$ cat src/rtl/gbx_pkg.sv
package gbx_pkg;
  typedef enum logic {
    GBX_NARROW = 1'b0,
    GBX_WIDE   = 1'b1
  } gbx_mode_e;

  function automatic gbx_mode_e gbx_mode(input logic sel);
    return sel ? GBX_WIDE : GBX_NARROW;
  endfunction
endpackage

$ cat src/rtl/gbx_rst_sync.sv
module gbx_rst_sync #(
  parameter int STAGES = 2
) (
  input  logic clk,
  input  logic rst_n,
  output logic rst_sync_n
);
  logic [STAGES-1:0] chain_q;

  always_ff @(posedge clk or negedge rst_n) begin
    if (!rst_n) chain_q <= '0;
    else        chain_q <= {chain_q[STAGES-2:0], 1'b1};
  end

  assign rst_sync_n = chain_q[STAGES-1];
endmodule

$ cat src/rtl/gbx_append.sv
module gbx_append #(
  parameter int IN_W   = 10,
  parameter int CNT_W  = 4,
  parameter int BUF_W  = 25,
  parameter int FILL_W = 5
) (
  input  logic [BUF_W-1:0]  buf_q,
  input  logic [FILL_W-1:0] fill_q,
  input  logic [IN_W-1:0]   in_bits,
  input  logic [CNT_W-1:0]  in_cnt,
  output logic [BUF_W-1:0]  merged,
  output logic [FILL_W-1:0] total
);
  localparam logic [CNT_W-1:0] CNT_MAX = CNT_W'(IN_W);

  logic [CNT_W-1:0] cnt_eff;
  logic [IN_W-1:0]  kept;

  // counts beyond the bundle width saturate at the bundle width
  assign cnt_eff = (in_cnt > CNT_MAX) ? CNT_MAX : in_cnt;

  // per-bit qualification: only positions below the count survive
  for (genvar i = 0; i < IN_W; i++) begin : g_keep
    assign kept[i] = in_bits[i] & (CNT_W'(i) < cnt_eff);
  end

  always_comb begin
    merged = buf_q | ({{(BUF_W-IN_W){1'b0}}, kept} << fill_q);
    total  = fill_q + FILL_W'(cnt_eff);
  end
endmodule

$ cat src/rtl/gbx_emit.sv
module gbx_emit
  import gbx_pkg::*;
#(
  parameter int BUF_W    = 25,
  parameter int FILL_W   = 5,
  parameter int NARROW_W = 10,
  parameter int WIDE_W   = 16
) (
  input  gbx_mode_e         mode,
  input  logic [BUF_W-1:0]  merged,
  input  logic [FILL_W-1:0] total,
  output logic              fire,
  output logic [WIDE_W-1:0] word,
  output logic [BUF_W-1:0]  rest,
  output logic [FILL_W-1:0] rest_fill
);
  localparam logic [FILL_W-1:0] NARROW_F = FILL_W'(NARROW_W);
  localparam logic [FILL_W-1:0] WIDE_F   = FILL_W'(WIDE_W);

  logic [FILL_W-1:0] width;
  logic [WIDE_W-1:0] word_narrow;
  logic [WIDE_W-1:0] word_wide;

  assign word_narrow = WIDE_W'(merged[NARROW_W-1:0]);
  assign word_wide   = merged[WIDE_W-1:0];

  always_comb begin
    width     = (mode == GBX_WIDE) ? WIDE_F : NARROW_F;
    fire      = (total >= width);
    word      = (mode == GBX_WIDE) ? word_wide : word_narrow;
    rest      = fire ? (merged >> width) : merged;
    rest_fill = fire ? (total - width) : total;
  end
endmodule

$ cat src/rtl/bit_gearbox.sv
module bit_gearbox
  import gbx_pkg::*;
#(
  parameter int IN_W     = 10,
  parameter int CNT_W    = 4,
  parameter int NARROW_W = 10,
  parameter int WIDE_W   = 16
) (
  input  logic              clk,
  input  logic              rst_n,
  input  logic              mode_wide,
  input  logic [IN_W-1:0]   in_bits,
  input  logic [CNT_W-1:0]  in_cnt,
  output logic [WIDE_W-1:0] word_out,
  output logic              word_en
);
  localparam int BUF_W  = WIDE_W - 1 + IN_W;
  localparam int FILL_W = $clog2(BUF_W + 1);

  logic              rst_sync_n;
  logic [BUF_W-1:0]  buf_q, buf_d;
  logic [FILL_W-1:0] fill_q, fill_d;
  logic [WIDE_W-1:0] word_q, word_d;
  logic              en_q;
  logic [BUF_W-1:0]  merged;
  logic [FILL_W-1:0] total;
  logic              fire;
  logic [WIDE_W-1:0] word_c;
  logic [BUF_W-1:0]  rest;
  logic [FILL_W-1:0] rest_fill;

  gbx_rst_sync #(.STAGES(2)) u_rst (
    .clk(clk), .rst_n(rst_n), .rst_sync_n(rst_sync_n)
  );

  gbx_append #(.IN_W(IN_W), .CNT_W(CNT_W), .BUF_W(BUF_W), .FILL_W(FILL_W)) u_app (
    .buf_q(buf_q), .fill_q(fill_q), .in_bits(in_bits), .in_cnt(in_cnt),
    .merged(merged), .total(total)
  );

  gbx_emit #(.BUF_W(BUF_W), .FILL_W(FILL_W), .NARROW_W(NARROW_W), .WIDE_W(WIDE_W)) u_emit (
    .mode(gbx_mode(mode_wide)), .merged(merged), .total(total),
    .fire(fire), .word(word_c), .rest(rest), .rest_fill(rest_fill)
  );

  // next state
  always_comb begin
    buf_d  = rest;
    fill_d = rest_fill;
    word_d = fire ? word_c : word_q;
  end

  // residue registers
  always_ff @(posedge clk or negedge rst_sync_n) begin
    if (!rst_sync_n) begin
      buf_q  <= '0;
      fill_q <= '0;
    end else begin
      buf_q  <= buf_d;
      fill_q <= fill_d;
    end
  end

  // output registers, word loads only on a completed word
  always_ff @(posedge clk or negedge rst_sync_n) begin
    if (!rst_sync_n) begin
      word_q <= '0;
      en_q   <= 1'b0;
    end else begin
      en_q <= fire;
      if (fire) word_q <= word_d;
    end
  end

  assign word_out = word_q;
  assign word_en  = en_q;


  fill_bound_chk: assert property (@(posedge clk) disable iff (!rst_sync_n)
    fill_q < FILL_W'(WIDE_W));


  buf_clean_chk: assert property (@(posedge clk) disable iff (!rst_sync_n)
    (buf_q >> fill_q) == '0);


  idle_hold_chk: assert property (@(posedge clk) disable iff (!rst_sync_n)
    (in_cnt == '0 && fill_q < FILL_W'(NARROW_W)) |=> (fill_q == $past(fill_q) && !word_en));


  hold_chk: assert property (@(posedge clk) disable iff (!rst_sync_n)
    !word_en |-> $stable(word_out));


  narrow_pad_chk: assert property (@(posedge clk) disable iff (!rst_sync_n)
    (word_en && !$past(mode_wide)) |-> word_out[WIDE_W-1:NARROW_W] == '0);
endmodule

$ cat config.mk
export PLATFORM = sky130hd
export DESIGN_NAME = bit_gearbox
export DESIGN_NICKNAME = d
export VERILOG_FILES = /design/src/rtl/gbx_pkg.sv /design/src/rtl/gbx_rst_sync.sv /design/src/rtl/gbx_append.sv /design/src/rtl/gbx_emit.sv /design/src/rtl/bit_gearbox.sv
export SDC_FILE = /design/constraint.sdc
export NUM_CORES = 1
export LEC_CHECK = 0
export BUFFER_PORTS_ARGS = -buffer_cell sky130_fd_sc_hd__clkbuf_2
export CAP_MARGIN = 40
export CORE_MARGIN = 5
export CORE_UTILIZATION = 55
export CTS_CLUSTER_DIAMETER = 200
export DETAILED_ROUTE_END_ITERATION = 10
export GPL_TIMING_DRIVEN = 1
export PLACE_DENSITY = 0.75
export SYNTH_ARGS = -nofsm -noshare
export SYNTH_HDL_FRONTEND = slang
export SYNTH_HIERARCHICAL = 1
export SYNTH_SLANG_ARGS = --single-unit
$ cat constraint.sdc
create_clock -name clk -period 3.8 [get_ports clk]
set_input_delay 0.19 -clock clk [delete_from_list [all_inputs] [get_ports clk]]
set_output_delay 0.19 -clock clk [all_outputs]
set_load 0.02 [all_outputs]
==> flow_summary_export.csv <==
group,metric,value,unit
outcome,status,"completed",
setup_path,path_common_cell,"ha_1",
drt,drt-total-wl,7.08,mm
timing,fmax,328,MHz
clock_network,post_cts_buffers,0,
power_and_ir_drop,power.total,3.35,mW
clock_network,htreeDepth,2,
clock_network,cts_sinks,49,
setup_path,startpoint_type,"input pin",
global_routing,grt_max_degree,47,
drt,drc_errors,0,
synthesis,synth_top_area_share,37.4,%
die,pin_count,34,
global_routing,gr-total-overflow,0,
finish,postLayoutCellArea,0.00344,mm²
global_routing,antenna_found_initial,0,
die,start_util,56.0,%
setup_path,crit_family,"adder cells",
global_routing,grt_first_pass_wirelength,11.8,mm
clock_network,cts_buffer_depth,2,
clock_network,ctsHoldBuffers,1,
drt,avgViaCountPerCell,5.93,
synthesis,syn-cell-area,0.00328,mm²
timing,hold_violations,0,
timing,finalSetupViolations,0,
setup_path,slowest_delay,400,ps
synthesis,syn-num-nets,359,
timing,final.min_clock_period,3050,ps
die,coreArea,0.00585,mm²
finish,final_nets,371,
timing,worstMarginPinSlew,906,ps
drt,wl_per_cell,16.8,µm
setup_path,reg2reg_slack,800,ps
setup_path,slowest_stage,"fa_1",
setup_path,reg2reg_depth,11,
clock_network,clkTransAtPathRegs,90,ps
synthesis,synth_seq_cells,49,
clock_network,cts_tree,"built",
drt,firstDrtPassIters,4,
clock_network,cts_resized,0,
synthesis,synthTopCellsByArea,"dfrtp_1, mux2i_1, mux2_4",
drt,route.antenna.remaining_nets,0,
die,row_count,28,
setup_path,cp.arrival,3240,ps
power_and_ir_drop,pwr_density_cell,972,mW/mm²
flow_run,cap_violations,0,
die,die_area,0.00760,mm²
clock_network,clkLatencyLatePin,310,ps
finish,drive_gt1_share,22.3,%
drt,first_iter_violations,333,
setup_path,r2r-end,"word_out[1]",
die,die_h,87.2,µm
placed_design,place_congestion,0.899,
clock_network,cts-root-buf,"clkbuf_8",
synthesis,netlist_top_cells_count,"dfrtp_1, nand2_1, o21ai_1",
synthesis,async_flop_share,100,%
placed_design,portBuffers,33,
global_routing,grt_pass1_vias,2368,
power_and_ir_drop,ir_drop,540,µV
synthesis,yosysMostFrequentCell,"dfrtp_1",
synthesis,yosys.cell_types.count,58,
synthesis,yosysTopAreaCell,"dfrtp_1",
timing,fin_skew,6.69,ps
setup_path,reg2reg_from,"fill_q[0]",
synthesis,synthCells,333,
placed_design,dpl.hpwl,5.19,mm
setup_path,critPathCaptureType,"register",
placed_design,dpl_cell_area,0.00335,mm²
global_routing,grt_usage,19.9,%
timing,fin_crit_sh,80.2,%
setup_path,cp_max_fo,17,
finish,n_antenna_cell,0,
synthesis,ys_warn_count,6,
timing,slew_viol_final,0,
min_path,hp-class,"in2async",
synthesis,synth-seq-area-share,37.4,%
timing,relSlewSlack,39.4,%
setup_path,cp_cell_sequence,"clkbuf_2 > or2_2 > a21boi_0 > ha_1 > fa_1 > a21o_1 > a21oi_1 > xnor2_1 > ha_1 > nor2_1 > a32o_1 > inv_1 > buf_4 > mux2_2",
timing,rsz0062_at_grt,"false",
synthesis,synth.avg_cell_area,9.84,µm²
synthesis,ys_dominant_reg_cell,"dfrtp_1",
setup_path,cp.required,4000,ps
synthesis,synth_edf_count,0,
drt,vias,2495,
die,die_w,87.2,µm
setup_path,path_class,"in2reg",
setup_path,path_buf_inv,3,
finish,syn2layout_area_growth,5.12,%
clock_network,cts_buffers,5,
timing,setup_tns,0,ps
power_and_ir_drop,p_leak,1.66,nW
how the worst max path moves through the flow:
| stage | startpoint | to | slack (ps) | cells past startpoint |
|---|---|---|---|---|
| 4_1_cts | in_cnt[1] | word_out[1] | 750 | 14 |
| 5_1_grt | in_cnt[2] | word_out[3] | 560 | 14 |
| 3_3_place_gp | in_cnt[2] | word_out[1] | 550 | 12 |
| 2_1_floorplan | in_cnt[2] | word_out[10] | 550 | 15 |
| 3_5_place_dp | in_cnt[1] | word_out[1] | 460 | 14 |
| 6_report | in_cnt[1] | word_out[1] | 750 | 14 |
through the flow:
step | std cells | utilization [%] | hold slack, ps | setup WS [ps]
2_1_floorplan | 333 | - | -106 | 548
3_3_place_gp | 411 | 56.8 | -23.8 | 547
3_5_place_dp | 412 | 57.2 | -20.4 | 457
4_1_cts | 421 | 58.9 | 182 | 753
5_1_grt | 421 | 58.9 | 203 | 560
6_report | 421 | 58.9 | 194 | 753
registers in the layout (all words and copies together) (netlist names):
signal         flops
buf_q             25
fill_q             5
u_rst/chain_q      2
word_en            1
word_out          16
per-layer routing:
layer  vias to the layer above  routed length, µm  track usage [%]
li1                       1201                  -                -
met1                      1208               3090             27.0
met2                        73               3500             31.8
met3                        13                360             3.88
met4                         0                135             6.83
met5                         -                  0                0
power breakdown:
group | total, mW | leakage, nW | switching (mW) | internal, mW
combinational | 2.19 | 0.983 | 1.28 | 0.912
clock | 0.311 | 0.0456 | 0.180 | 0.132
sequential | 0.844 | 0.631 | 0.115 | 0.729
total | 3.35 | 1.66 | 1.58 | 1.77
kinds of logic after synthesis:
logic type,after synthesis,synth area share (%)
adder cells (fa/ha/maj),9,3.67
flip-flops,49,37.4
other,1,0.114
buffers and inverters,50,9.58
AND/OR/NAND/NOR,97,15.7
AO/OA/AOI/OAI,86,19.2
XOR/XNOR,4,1.07
multiplexers,37,13.2
layout by cell type, fill, tap and decap left out, types with 9 or more instances in the layout:
cell type / instances
a21o_1: 9
and2_1: 17
clkbuf_2: 33
dfrtp_1: 48
inv_1: 14
mux2_4: 11
mux2i_1: 19
nand2_1: 35
nor2_1: 12
o21ai_1: 20
final cells by class:
cell class / count / area [µm²]
fillers: 501 / 2410
multi-input cells: 234 / 1740
flip-flops and latches: 49 / 1230
repair buffers: 41 / 248
well taps: 75 / 93.8
clock buffers: 6 / 72.6
inverters: 14 / 52.6
clock inverters: 2 / 13.8
worst reg2reg max path, delay by kind of cell (launching register included):
| family | cells | cell delay (ps) |
|---|---|---|
| buffers and inverters | 2 | 340 |
| muxes | 1 | 380 |
| adders and majority gates | 3 | 880 |
| xor gates and xnor gates | 1 | 190 |
| DFF | 1 | 390 |
| AOI/OAI and AO/OA | 3 | 630 |
| and+or+nand+nor | 1 | 80 |
Note: power is estimated with default switching activity, not from simulation.
